[src/rtl/cfg_kd_pkg.sv]
package cfg_kd_pkg;

   // Chip-select base width and host register width.
   localparam int BASE_W = 11;
   localparam int REG_W  = 8;
   localparam int HI_W   = BASE_W - REG_W;
   localparam int MODE_W = 2;

   typedef enum logic [MODE_W-1:0] {
      WIN_1B = 2'b00,
      WIN_2B = 2'b01,
      WIN_4B = 2'b10,
      WIN_8B = 2'b11
   } win_mode_e;

   typedef struct packed {
      logic key;
      logic idx;
      logic data;
   } port_hit_t;

endpackage

[src/rtl/cfg_kd_portdec.sv]
module cfg_kd_portdec
   import cfg_kd_pkg::*;
#(
   parameter int                ADDR_W    = 11,
   parameter logic [ADDR_W-1:0] KEY_PORT  = 'h0E0,
   parameter logic [ADDR_W-1:0] IDX_PORT  = 'h0E1,
   parameter logic [ADDR_W-1:0] DATA_PORT = 'h0E2
) (
   input  logic [ADDR_W-1:0] addr,
   output port_hit_t         hit
);

   if (KEY_PORT == IDX_PORT || KEY_PORT == DATA_PORT || IDX_PORT == DATA_PORT) begin : g_bad_ports
      $error("cfg_kd_portdec: the three host ports need distinct addresses");
   end

   assign hit.key  = (addr == KEY_PORT);
   assign hit.idx  = (addr == IDX_PORT);
   assign hit.data = (addr == DATA_PORT);

endmodule

[src/rtl/cfg_kd_regbank.sv]
module cfg_kd_regbank
   import cfg_kd_pkg::*;
#(
   parameter logic [REG_W-1:0] KEY_VALUE   = 8'h89,
   parameter logic [REG_W-1:0] IDX_LO      = 8'h10,
   parameter logic [REG_W-1:0] IDX_HI      = 8'h11,
   parameter logic [REG_W-1:0] CLOSED_READ = 8'hFF
) (
   input  logic              clk,
   input  logic              rst_n,
   input  port_hit_t         hit,
   input  logic              io_wr,
   input  logic [REG_W-1:0]  io_wdata,
   output logic [REG_W-1:0]  io_rdata,
   output logic              key_open,
   output logic [REG_W-1:0]  idx_q,
   output logic [BASE_W-1:0] base_q,
   output win_mode_e         mode_q
);

   localparam int PAD_W = REG_W - MODE_W - HI_W;

   if (IDX_LO == IDX_HI) begin : g_bad_idx
      $error("cfg_kd_regbank: the two base indexes must differ");
   end
   if (PAD_W < 0) begin : g_bad_pack
      $error("cfg_kd_regbank: high base bits and mode do not fit one register");
   end

   logic [REG_W-1:0] key_q;
   logic [REG_W-1:0] data_view;

   assign key_open = (key_q == KEY_VALUE);

   always_ff @(posedge clk) begin
      if (!rst_n) begin
         key_q  <= '0;
         idx_q  <= '0;
         base_q <= '0;
         mode_q <= WIN_1B;
      end else if (io_wr) begin
         if (hit.key) begin
            key_q <= io_wdata;
         end
         if (hit.idx) begin
            idx_q <= io_wdata;
         end
         if (hit.data && key_open) begin
            if (idx_q == IDX_LO) begin
               base_q[REG_W-1:0] <= io_wdata;
            end else if (idx_q == IDX_HI) begin
               base_q[BASE_W-1:REG_W] <= io_wdata[HI_W-1:0];
               mode_q                 <= win_mode_e'(io_wdata[REG_W-1 -: MODE_W]);
            end
         end
      end
   end

   always_comb begin
      if (idx_q == IDX_LO) begin
         data_view = base_q[REG_W-1:0];
      end else if (idx_q == IDX_HI) begin
         data_view = {mode_q, {PAD_W{1'b0}}, base_q[BASE_W-1:REG_W]};
      end else begin
         data_view = '0;
      end
   end

   always_comb begin
      if (hit.key) begin
         io_rdata = key_q;
      end else if (hit.idx) begin
         io_rdata = idx_q;
      end else if (hit.data) begin
         io_rdata = key_open ? data_view : CLOSED_READ;
      end else begin
         io_rdata = '0;
      end
   end

endmodule

[src/rtl/cfg_kd_windec.sv]
module cfg_kd_windec
   import cfg_kd_pkg::*;
#(
   parameter int ADDR_W = 11
) (
   input  logic [ADDR_W-1:0] addr,
   input  logic [BASE_W-1:0] base,
   input  win_mode_e         mode,
   input  logic              strobe,
   output logic              sel
);

   localparam int MASK_MAX = (1 << MODE_W) - 1;

   if (ADDR_W < BASE_W) begin : g_bad_width
      $error("cfg_kd_windec: host address narrower than the base address");
   end

   logic [BASE_W-1:0] bit_ok;
   logic              upper_ok;

   for (genvar i = 0; i < BASE_W; i++) begin : g_bit
      if (i < MASK_MAX) begin : g_maskable
         // A low bit drops out of the compare once the mode reaches past it.
         assign bit_ok[i] = (addr[i] == base[i]) || (mode > MODE_W'(i));
      end else begin : g_fixed
         assign bit_ok[i] = (addr[i] == base[i]);
      end
   end

   if (ADDR_W > BASE_W) begin : g_upper
      assign upper_ok = ~|addr[ADDR_W-1:BASE_W];
   end else begin : g_no_upper
      assign upper_ok = 1'b1;
   end

   assign sel = strobe && upper_ok && (&bit_ok);

endmodule

[src/rtl/cfg_keyed_decoder.sv]
module cfg_keyed_decoder
   import cfg_kd_pkg::*;
#(
   parameter int                ADDR_W    = 11,
   parameter logic [ADDR_W-1:0] KEY_PORT  = 'h0E0,
   parameter logic [ADDR_W-1:0] IDX_PORT  = 'h0E1,
   parameter logic [ADDR_W-1:0] DATA_PORT = 'h0E2,
   parameter logic [7:0]        KEY_VALUE = 8'h89,
   parameter logic [7:0]        IDX_LO    = 8'h10,
   parameter logic [7:0]        IDX_HI    = 8'h11
) (
   input  logic              clk,
   input  logic              rst_n,
   input  logic [ADDR_W-1:0] io_addr,
   input  logic              io_rd,
   input  logic              io_wr,
   input  logic [7:0]        io_wdata,
   output logic [7:0]        io_rdata,
   output logic              gp_sel
);

   port_hit_t         hit;
   logic              key_open;
   logic [REG_W-1:0]  idx_q;
   logic [BASE_W-1:0] base_q;
   win_mode_e         mode_q;

   cfg_kd_portdec #(
      .ADDR_W   (ADDR_W),
      .KEY_PORT (KEY_PORT),
      .IDX_PORT (IDX_PORT),
      .DATA_PORT(DATA_PORT)
   ) u_portdec (
      .addr(io_addr),
      .hit (hit)
   );

   cfg_kd_regbank #(
      .KEY_VALUE  (KEY_VALUE),
      .IDX_LO     (IDX_LO),
      .IDX_HI     (IDX_HI),
      .CLOSED_READ(8'hFF)
   ) u_regbank (
      .clk     (clk),
      .rst_n   (rst_n),
      .hit     (hit),
      .io_wr   (io_wr),
      .io_wdata(io_wdata),
      .io_rdata(io_rdata),
      .key_open(key_open),
      .idx_q   (idx_q),
      .base_q  (base_q),
      .mode_q  (mode_q)
   );

   cfg_kd_windec #(
      .ADDR_W(ADDR_W)
   ) u_windec (
      .addr  (io_addr),
      .base  (base_q),
      .mode  (mode_q),
      .strobe(io_rd || io_wr),
      .sel   (gp_sel)
   );

endmodule

[config.mk]
export PLATFORM = sky130hd
export DESIGN_NAME = cfg_keyed_decoder
export DESIGN_NICKNAME = d
export VERILOG_FILES = /design/src/rtl/cfg_kd_pkg.sv /design/src/rtl/cfg_kd_portdec.sv /design/src/rtl/cfg_kd_regbank.sv /design/src/rtl/cfg_kd_windec.sv /design/src/rtl/cfg_keyed_decoder.sv
export SDC_FILE = /design/constraint.sdc
export NUM_CORES = 1
export LEC_CHECK = 0
export BUFFER_PORTS_ARGS = -buffer_cell sky130_fd_sc_hd__buf_2
export CORE_ASPECT_RATIO = 1.1
export CORE_UTILIZATION = 51
export DETAILED_ROUTE_END_ITERATION = 6
export PLACE_DENSITY = 0.75
export SYNTH_ARGS = -nofsm -noshare
export SYNTH_HDL_FRONTEND = slang
export SYNTH_SLANG_ARGS = --single-unit
[constraint.sdc]
create_clock -name clk -period 5.6 [get_ports clk]
set_input_delay 1.12 -clock clk [delete_from_list [all_inputs] [get_ports clk]]
set_output_delay 1.12 -clock clk [all_outputs]
set_load 0.02 [all_outputs]
==> flow_summary.ini, run 1 <==
[finish]
instances_no_fill = 261
postLayoutCoreUtil = 0.625
final_layout_size_suffix_gt1_frac = 0.216
syn2layout_area_growth_pct = 12.4
antenna_cells = 0
nNetsFinal = 249

[detailed_routing]
ant_nets = 0
drc_errors = 3
vias = 1737
dr.pass1.iters = 6
drt-wirelength-per-cell_microns = 18.2
post_drt_via_cell_ratio = 6.66
drt_iter0_markers = 113
drt_wl_total_mm = 4.76

[setup_path]
path_class = in2out
arrival_ns = 3.11
worst_ep_required_time_ns = 4.48
end_kind = output port
critical_path.startpoint_type = input pin
path_max_fanout = 5

[global_route]
grt_use_total = 0.282
grt_max_degree = 25
first_global_vias = 1647
grt_pass1_wl_mm = 7.86
overflow = 0
antenna_found_initial = 0

[synth]
syn_area_sq_um = 1750
synthDistinctLibCells = 35
yosysSeqAreaShare = 0.331
yosys-top-cells-count = dfxtp_1 (29), mux2i_1 (24), nor2_1 (24)
yosys.cell_count.top_type = dfxtp_1
synthFlopType = dfxtp_1
synth_seq_cells = 29
synth_nets = 224
synth_edf_count = 0
syn_inst = 201
synth_area_leaders = dfxtp_1 (33%), mux2i_1 (14%), nor2_1 (5.1%), xnor2_1 (5.0%), a21oi_1 (4.9%)
avgSynthCellArea_sq_um = 8.71
async_reset_ff_frac = 0
yosysTopAreaCellShare = 0.331
yosys_warnings = 0
yosys.area.top_type = dfxtp_1

[clock_network]
clockBufferDepth = 2
cts.htree.levels = 2
hold_buffers = 0
clock_sinks = 29
clkTransAtPathRegs_ns = 0.10
tritoncts = done
cts_resized = 0
clock_latency_ns = 0.34
cts_made_buffers = 5
post_cts_buffers = 0
root_buffer = clkbuf_4

[sta]
setup_viol = 0
maxSlewHeadroom = 0.458
worst_clock_skew_ns = 0.0115
rsz0062_at_grt = false
maxSlewViolCount = 0
max_freq_ghz = 0.236
finalHoldViolCount = 0
worst_pin_slew_ns = 0.806
fin_setup_tns_ns = 0
final.min_clock_period_ns = 4.23
min_period_over_period = 0.755
worst_slack_ns = 1.37

[power]
power.density_nw_per_um2 = 196
irDropWorstVdd_uv = 133
power.leakage_nw = 0.686

[die]
rows = 21
initial_utilization = 0.556
ios = 32
die-area_sq_um = 3670
core_sq_um = 3150
die_h_microns = 63.5
dieWidth_microns = 57.9

[place]
dpl.hpwl_mm = 3.62
pre_cts_slack_ns = 1.42
portBuffers = 31
placed_cells = 253
globalplace.congestion = 0.945

[job]
drv_cap = 0

[run_status]
status = finished, violations left
violations = design-rule violations

[min_path]
worstHoldPathType = reg2reg
-- cell usage in the layout, fill, tap and decap left out, types with 2 or more instances in the layout --
master / instances
a211oi_1: 5
a21oi_1: 17
a2bb2oi_1: 5
buf_2: 31
clkbuf_4: 5
clkbuf_8: 2
dfxtp_1: 29
inv_1: 2
mux2_2: 5
mux2i_1: 24
nand2_1: 13
nand4_1: 11
nor2_1: 24
nor4_1: 3
nor4_4: 2
nor4b_1: 5
o21ai_0: 6
o31ai_1: 8
o32ai_1: 3
or2_1: 2
xnor2_1: 10
-- area by class of cell --
class	instances	area [sq um]
well taps	34	42.5
clock buffers	7	65.1
inverters	2	7.51
clock inverters	1	5.00
flip-flops and latches	29	581
multi-input cells	157	1110
fillers	271	1180
repair buffers	31	155
-- metal layers --
layer	up-vias	track usage	wire (microns)
met4	0	0.119	120
met2	86	0.434	2220
met1	831	0.371	2000
met3	13	0.0719	413
li1	807	-	-
met5	-	0	0
-- logic make-up after synthesis --
group                  after synthesis  synth area share
multiplexers                        29             0.169
buffers and inverters               15            0.0329
flip-flops                          29             0.331
XOR/XNOR                            11            0.0550
AND/OR/NAND/NOR                     72             0.246
AO/OA/AOI/OAI                       45             0.166
-- per-stage QoR --
step                total power [mW]  hold WS (ns)  cell area (sq um)
global route                   0.398         0.532               1970
global placement               0.244         0.482               1900
detailed placement             0.246         0.494               1900
CTS                            0.389         0.508               1970
floorplan                      0.231         0.457               1750
finish                         0.387         0.514               1970
-- sequential cells by signal, summed over array words and instances, names as in the netlist --
name / count
u_regbank.base_q: 11
u_regbank.idx_q: 8
u_regbank.key_q: 8
u_regbank.mode_q: 2
-- power breakdown --
| part | leakage [nW] | total (mW) | switching (mW) | internal [mW] |
|---|---|---|---|---|
| clock | 0.0413 | 0.145 | 0.0728 | 0.0726 |
| sequential | 0.233 | 0.206 | 0.0000310 | 0.206 |
| combinational | 0.411 | 0.0354 | 0.0216 | 0.0138 |
-- worst max-delay path: stages --
cell and delay (ns):
buf_2 0.12, or4b_1 0.68, nor4_1 0.51, o21ai_0 0.20, a211oi_1 0.27, buf_2 0.21
-- path summary, 6_finish.rpt --
path / slack [ns] / cells past startpoint / to / from
setup / recovery: 1.37 / 6 / io_rdata[0] / io_addr[8]
setup reg to reg: 3.46 / 4 / u_regbank.mode_q[1] / u_regbank.key_q[1]
hold / removal: 0.51 / 2 / u_regbank.base_q[1] / u_regbank.base_q[1]
hold reg to reg: 0.51 / 2 / u_regbank.base_q[1] / u_regbank.base_q[1]
Power figures use the tool's default switching activity.
==> inputs of run 2 (changes only) <==
==> constraint.sdc (replaced) <==
create_clock -name clk -period 4 [get_ports clk]
set_input_delay 0.8 -clock clk [delete_from_list [all_inputs] [get_ports clk]]
set_output_delay 0.8 -clock clk [all_outputs]
set_load 0.02 [all_outputs]
==> run 2 against run 1 <==
The run still ends with design-rule violations left. Combinational power grew 40%. Flip-flop and latch count unchanged. Sequential share of layout area increased by 0.11 points. Non-clock buffer count up 1. Cell area fell by 0.38%. Total power is 33% higher. Clock power increased by 23%. Sequential power increased by 40%. First-iteration DRC count is 44% higher. Setup slack worse by 1.0 ns. Final cell count stayed put. Largest cell class unchanged. Largest power group unchanged.
==> flow_summary.ini, run 2 (synthesized netlist as in run 1, its figures left out) <==
[clock_network]
clkTransAtPathRegs_ns = 0.08
clock_sinks = 29
clockBufferDepth = 2
cts_resized = 0
hold_buffers = 0
post_cts_buffers = 0
root_buffer = clkbuf_4
tritoncts = done
clock_latency_ns = 0.33
cts_made_buffers = 5
cts.htree.levels = 2

[run_status]
status = finished, violations left
violations = design-rule violations

[finish]
final_cell_mix = buf_2 (31), dfxtp_1 (29), nor2_1 (24), mux2i_1 (24), a21oi_1 (17)
multi_input_area_sq_um = 1110
antenna_cells = 0
fill_cells = 288
final_layout_size_suffix_gt1_frac = 0.211
top_register = u_regbank.base_q
nNetsFinal = 250
final_common_cell = buf_2
seq_area_sq_um = 581
largest_reg_flops = 11
reg_top3 = u_regbank.base_q (11), u_regbank.idx_q (8), u_regbank.key_q (8)
syn2layout_area_growth_pct = 12.0
instances_no_fill = 261

[power]
netSwitchingFraction = 0.242
pwr-share-clk = 0.345
power.leakage_nw = 0.680
comb_power_share = 0.096
internal_power_uw = 391
pwr-share-seq = 0.559
irDropWorstVdd_uv = 242
p_sw_uw = 125
power.density_nw_per_um2 = 263

[die]
die_h_microns = 63.5
die-area_sq_um = 3670
core_sq_um = 3150
initial_utilization = 0.556
dieWidth_microns = 57.9
ios = 32
rows = 21

[detailed_routing]
ant_nets = 0
post_drt_via_cell_ratio = 6.57
drc_errors = 3
drt-wirelength-per-cell_microns = 18.1
dr.pass1.iters = 6
drt_wl_total_mm = 4.73
vias = 1715
drt_iter0_markers = 163

[sta]
maxSlewHeadroom = 0.433
rsz0062_at_grt = false
maxSlewViolCount = 0
max_freq_ghz = 0.275
final.min_clock_period_ns = 3.64
min_period_over_period = 0.910
fin_setup_tns_ns = 0
worst_clock_skew_ns = 0.00296
setup_viol = 0
worst_pin_slew_ns = 0.845
worst_slack_ns = 0.359
finalHoldViolCount = 0

[place]
portBuffers = 31
globalplace.congestion = 0.948
pre_cts_slack_ns = 0.407
placed_cells = 254
dpl.hpwl_mm = 3.63

[setup_path]
arrival_ns = 2.84
end_kind = output port
regToRegEndpoint = u_regbank.mode_q[1]
worst_ep_required_time_ns = 3.20
r2r_cells = 4
critical_path.startpoint_type = input pin
endpoint = io_rdata[6]
path_class = in2out
regToRegSetupSlack_ns = 1.95
reg2reg_from = u_regbank.key_q[0]
crit_start = io_addr[8]
path_max_fanout = 5

[global_route]
overflow = 0
grt_pass1_wl_mm = 8.05
grt_use_total = 0.287
grt_max_degree = 25
antenna_found_initial = 0
first_global_vias = 1755

[job]
drv_cap = 0

[min_path]
worstHoldPathType = reg2reg
hold_start = u_regbank.base_q[8]
-- run 2: how the worst min path moves through the flow --
| stage | endpoint | cells past startpoint |
|---|---|---|
| after detailed placement | u_regbank.base_q[8] | 2 |
| after floorplan | u_regbank.base_q[10] | 2 |
| after global routing | u_regbank.base_q[8] | 2 |
| after global placement | u_regbank.base_q[1] | 2 |
| after CTS | u_regbank.base_q[8] | 2 |
| final | u_regbank.base_q[8] | 2 |
-- run 2: metal layers --
metal | wire length (microns) | share of wire | global-route usage | up-vias
li1 | - | - | - | 804
met1 | 1980 | 0.42 | 0.360 | 795
met2 | 2120 | 0.45 | 0.441 | 95
met3 | 403 | 0.085 | 0.0719 | 21
met4 | 221 | 0.047 | 0.167 | 0
met5 | 0 | 0 | 0 | -
-- run 2: area by class of cell --
type	instances	share of cell area
Inverter	2	0.00383
Multi-Input combinational cell	157	0.568
Sequential cell	29	0.296
Clock buffer	7	0.0281
Timing Repair Buffer	32	0.0829
Tap cell	34	0.0217
-- run 2: power groups by stage --
| stage | Sequential [mW] | Combinational, mW | Clock [mW] |
|---|---|---|---|
| floorplan | 0.295 | 0.0278 | 0 |
| global placement | 0.295 | 0.0473 | 0 |
| detailed placement | 0.295 | 0.0492 | 0 |
| CTS | 0.288 | 0.0494 | 0.182 |
| global route | 0.289 | 0.0545 | 0.196 |
| finish | 0.288 | 0.0495 | 0.178 |
-- run 2: per-stage QoR --
stage          utilization  power (mW)  cell area (sq um)  hold WS (ns)
2_1_floorplan            -       0.323               1750         0.457
3_3_place_gp         0.605       0.343               1910         0.482
3_5_place_dp         0.605       0.344               1910         0.489
4_1_cts              0.622       0.520               1960         0.499
5_1_grt              0.622       0.540               1960         0.526
6_report             0.622       0.516               1960         0.498
-- run 2: critical path: stages --
cell	delay, ns
buf_2	0.12
or4b_1	0.68
nor4_1	0.50
o21ai_0	0.23
a211oi_1	0.30
buf_2	0.21
==> inputs of run 3 (changes only) <==
--- a/config.mk
+++ b/config.mk
@@ -7,6 +7,7 @@
 export LEC_CHECK = 0
 export BUFFER_PORTS_ARGS = -buffer_cell sky130_fd_sc_hd__buf_2
 export CORE_ASPECT_RATIO = 1.1
+export CORE_MARGIN = 4
 export CORE_UTILIZATION = 51
 export DETAILED_ROUTE_END_ITERATION = 6
 export PLACE_DENSITY = 0.75
==> run 3 against run 2 <==
The flow now finishes without violations. Critical path depth did not move. Cell area rose by 1.7%. Hold slack barely moved. Via count is 7.0% lower. Non-clock buffer count unchanged. Flip-flop and latch count unchanged. Setup slack improved by 0.025 ns. Register-to-register slack about the same. Clock power is 14% higher. Final cell count is 5.7% higher. Core utilization down 2.3 points. Clock skew grew 0.012 ns. Largest power group unchanged.
==> flow_summary.ini, run 3 (synthesized netlist as in run 1, its figures left out) <==
[sta]
setup_viol = 0
maxSlewViolCount = 0
min_period_over_period = 0.904
final.min_clock_period_ns = 3.62
finalHoldViolCount = 0
rsz0062_at_grt = false
max_freq_ghz = 0.277
maxSlewHeadroom = 0.469
worst_pin_slew_ns = 0.791
fin_hold_ws_ns = 0.498
fin_setup_tns_ns = 0
worst_clock_skew_ns = 0.0145

[clock_network]
cts_resized = 0
hold_buffers = 0
clkTransAtPathRegs_ns = 0.09
cts.htree.levels = 2
clockBufferDepth = 2
cts_made_buffers = 5
clock_latency_ns = 0.34
tritoncts = done
root_buffer = clkbuf_4
post_cts_buffers = 0
clock_sinks = 29

[finish]
multi_input_area_sq_um = 1110
top_register = u_regbank.base_q
final_layout_size_suffix_gt1_frac = 0.219
seq_area_sq_um = 581
reg_top3 = u_regbank.base_q (11), u_regbank.idx_q (8), u_regbank.key_q (8)
final_cell_mix = buf_2 (31), dfxtp_1 (29), nor2_1 (24), mux2i_1 (24), a21oi_1 (17)
syn2layout_area_growth_pct = 13.9
antenna_cells = 0
fin_area_sq_um = 1990
fill_cells = 326
nNetsFinal = 250
largest_reg_flops = 11
final_common_cell = buf_2

[setup_path]
r2r_cells = 4
arrival_ns = 2.82
critical_path.startpoint_type = input pin
worst_ep_required_time_ns = 3.20
path_class = in2out
end_kind = output port
path_max_fanout = 5

[global_route]
first_global_vias = 1518
grt_pass1_wl_mm = 7.50
gr-usage-met3 = 0.0502
grtUsageMet2 = 0.316
grt_max_degree = 25
overflow = 0
antenna_found_initial = 0
grt_use_total = 0.212
top_usage_layer = met2
grt_use_met1 = 0.301

[die]
rows = 22
initial_utilization = 0.526
dieWidth_microns = 63.9
ios = 32
die-area_sq_um = 4440
die_h_microns = 69.5
core_sq_um = 3330

[power]
irDropWorstVdd_uv = 203
power.leakage_nw = 0.690
power.density_nw_per_um2 = 272
power_uw = 542

[detailed_routing]
drt_iter0_markers = 111
ant_nets = 0
drt-wirelength-per-cell_microns = 16.4
post_drt_via_cell_ratio = 5.78
dr.pass1.iters = 4
drc_errors = 0
vias = 1595
drt_wl_total_mm = 4.53

[job]
drv_cap = 0

[place]
portBuffers = 31
placed_area_sq_um = 1920
dpl.hpwl_mm = 3.41
globalplace.congestion = 0.929

[run_status]
status = complete, no violations

[min_path]
worstHoldPathCells = 2
worstHoldPathType = reg2reg
-- run 3: final timing paths --
| check | slack, ns | from | to |
|---|---|---|---|
| hold reg to reg | 0.50 | u_regbank.base_q[1] | u_regbank.base_q[1] |
| setup reg to reg | 1.96 | u_regbank.key_q[1] | u_regbank.base_q[9] |
| setup / recovery | 0.38 | io_addr[8] | io_rdata[7] |
| hold / removal | 0.50 | u_regbank.base_q[1] | u_regbank.base_q[1] |
-- run 3: per-stage QoR --
step           std cells  worst slack [ns]   util
2_1_floorplan        201             0.613      -
3_3_place_gp         268             0.466  0.578
3_5_place_dp         268             0.386  0.578
4_1_cts              276             0.385  0.599
5_1_grt              276             0.149  0.599
6_report             276             0.384  0.599
-- run 3: worst max-delay path, cell delays in order --
cell and delay (ns):
buf_2 0.12, or4b_1 0.68, nor4_1 0.48, o21ai_0 0.20, a211oi_1 0.32, buf_2 0.22
-- run 3: cell type report --
type / instances / area share
Multi-Input combinational cell: 157 / 0.558
Clock inverter: 1 / 0.00251
Sequential cell: 29 / 0.291
Tap cell: 48 / 0.0301
Inverter: 2 / 0.00376
Timing Repair Buffer: 32 / 0.0816
Clock buffer: 7 / 0.0326
-- run 3: metal layers --
layer | share of wire | vias up
li1 | - | 804
met1 | 0.46 | 741
met2 | 0.47 | 43
met3 | 0.054 | 7
met4 | 0.012 | 0
met5 | 0 | -
-- run 3: power by group --
part	internal (mW)	switching, mW	total [mW]
registers	0.288	0.0000366	0.288
logic	0.0197	0.0302	0.0499
clock network	0.102	0.102	0.203
total	0.410	0.132	0.542
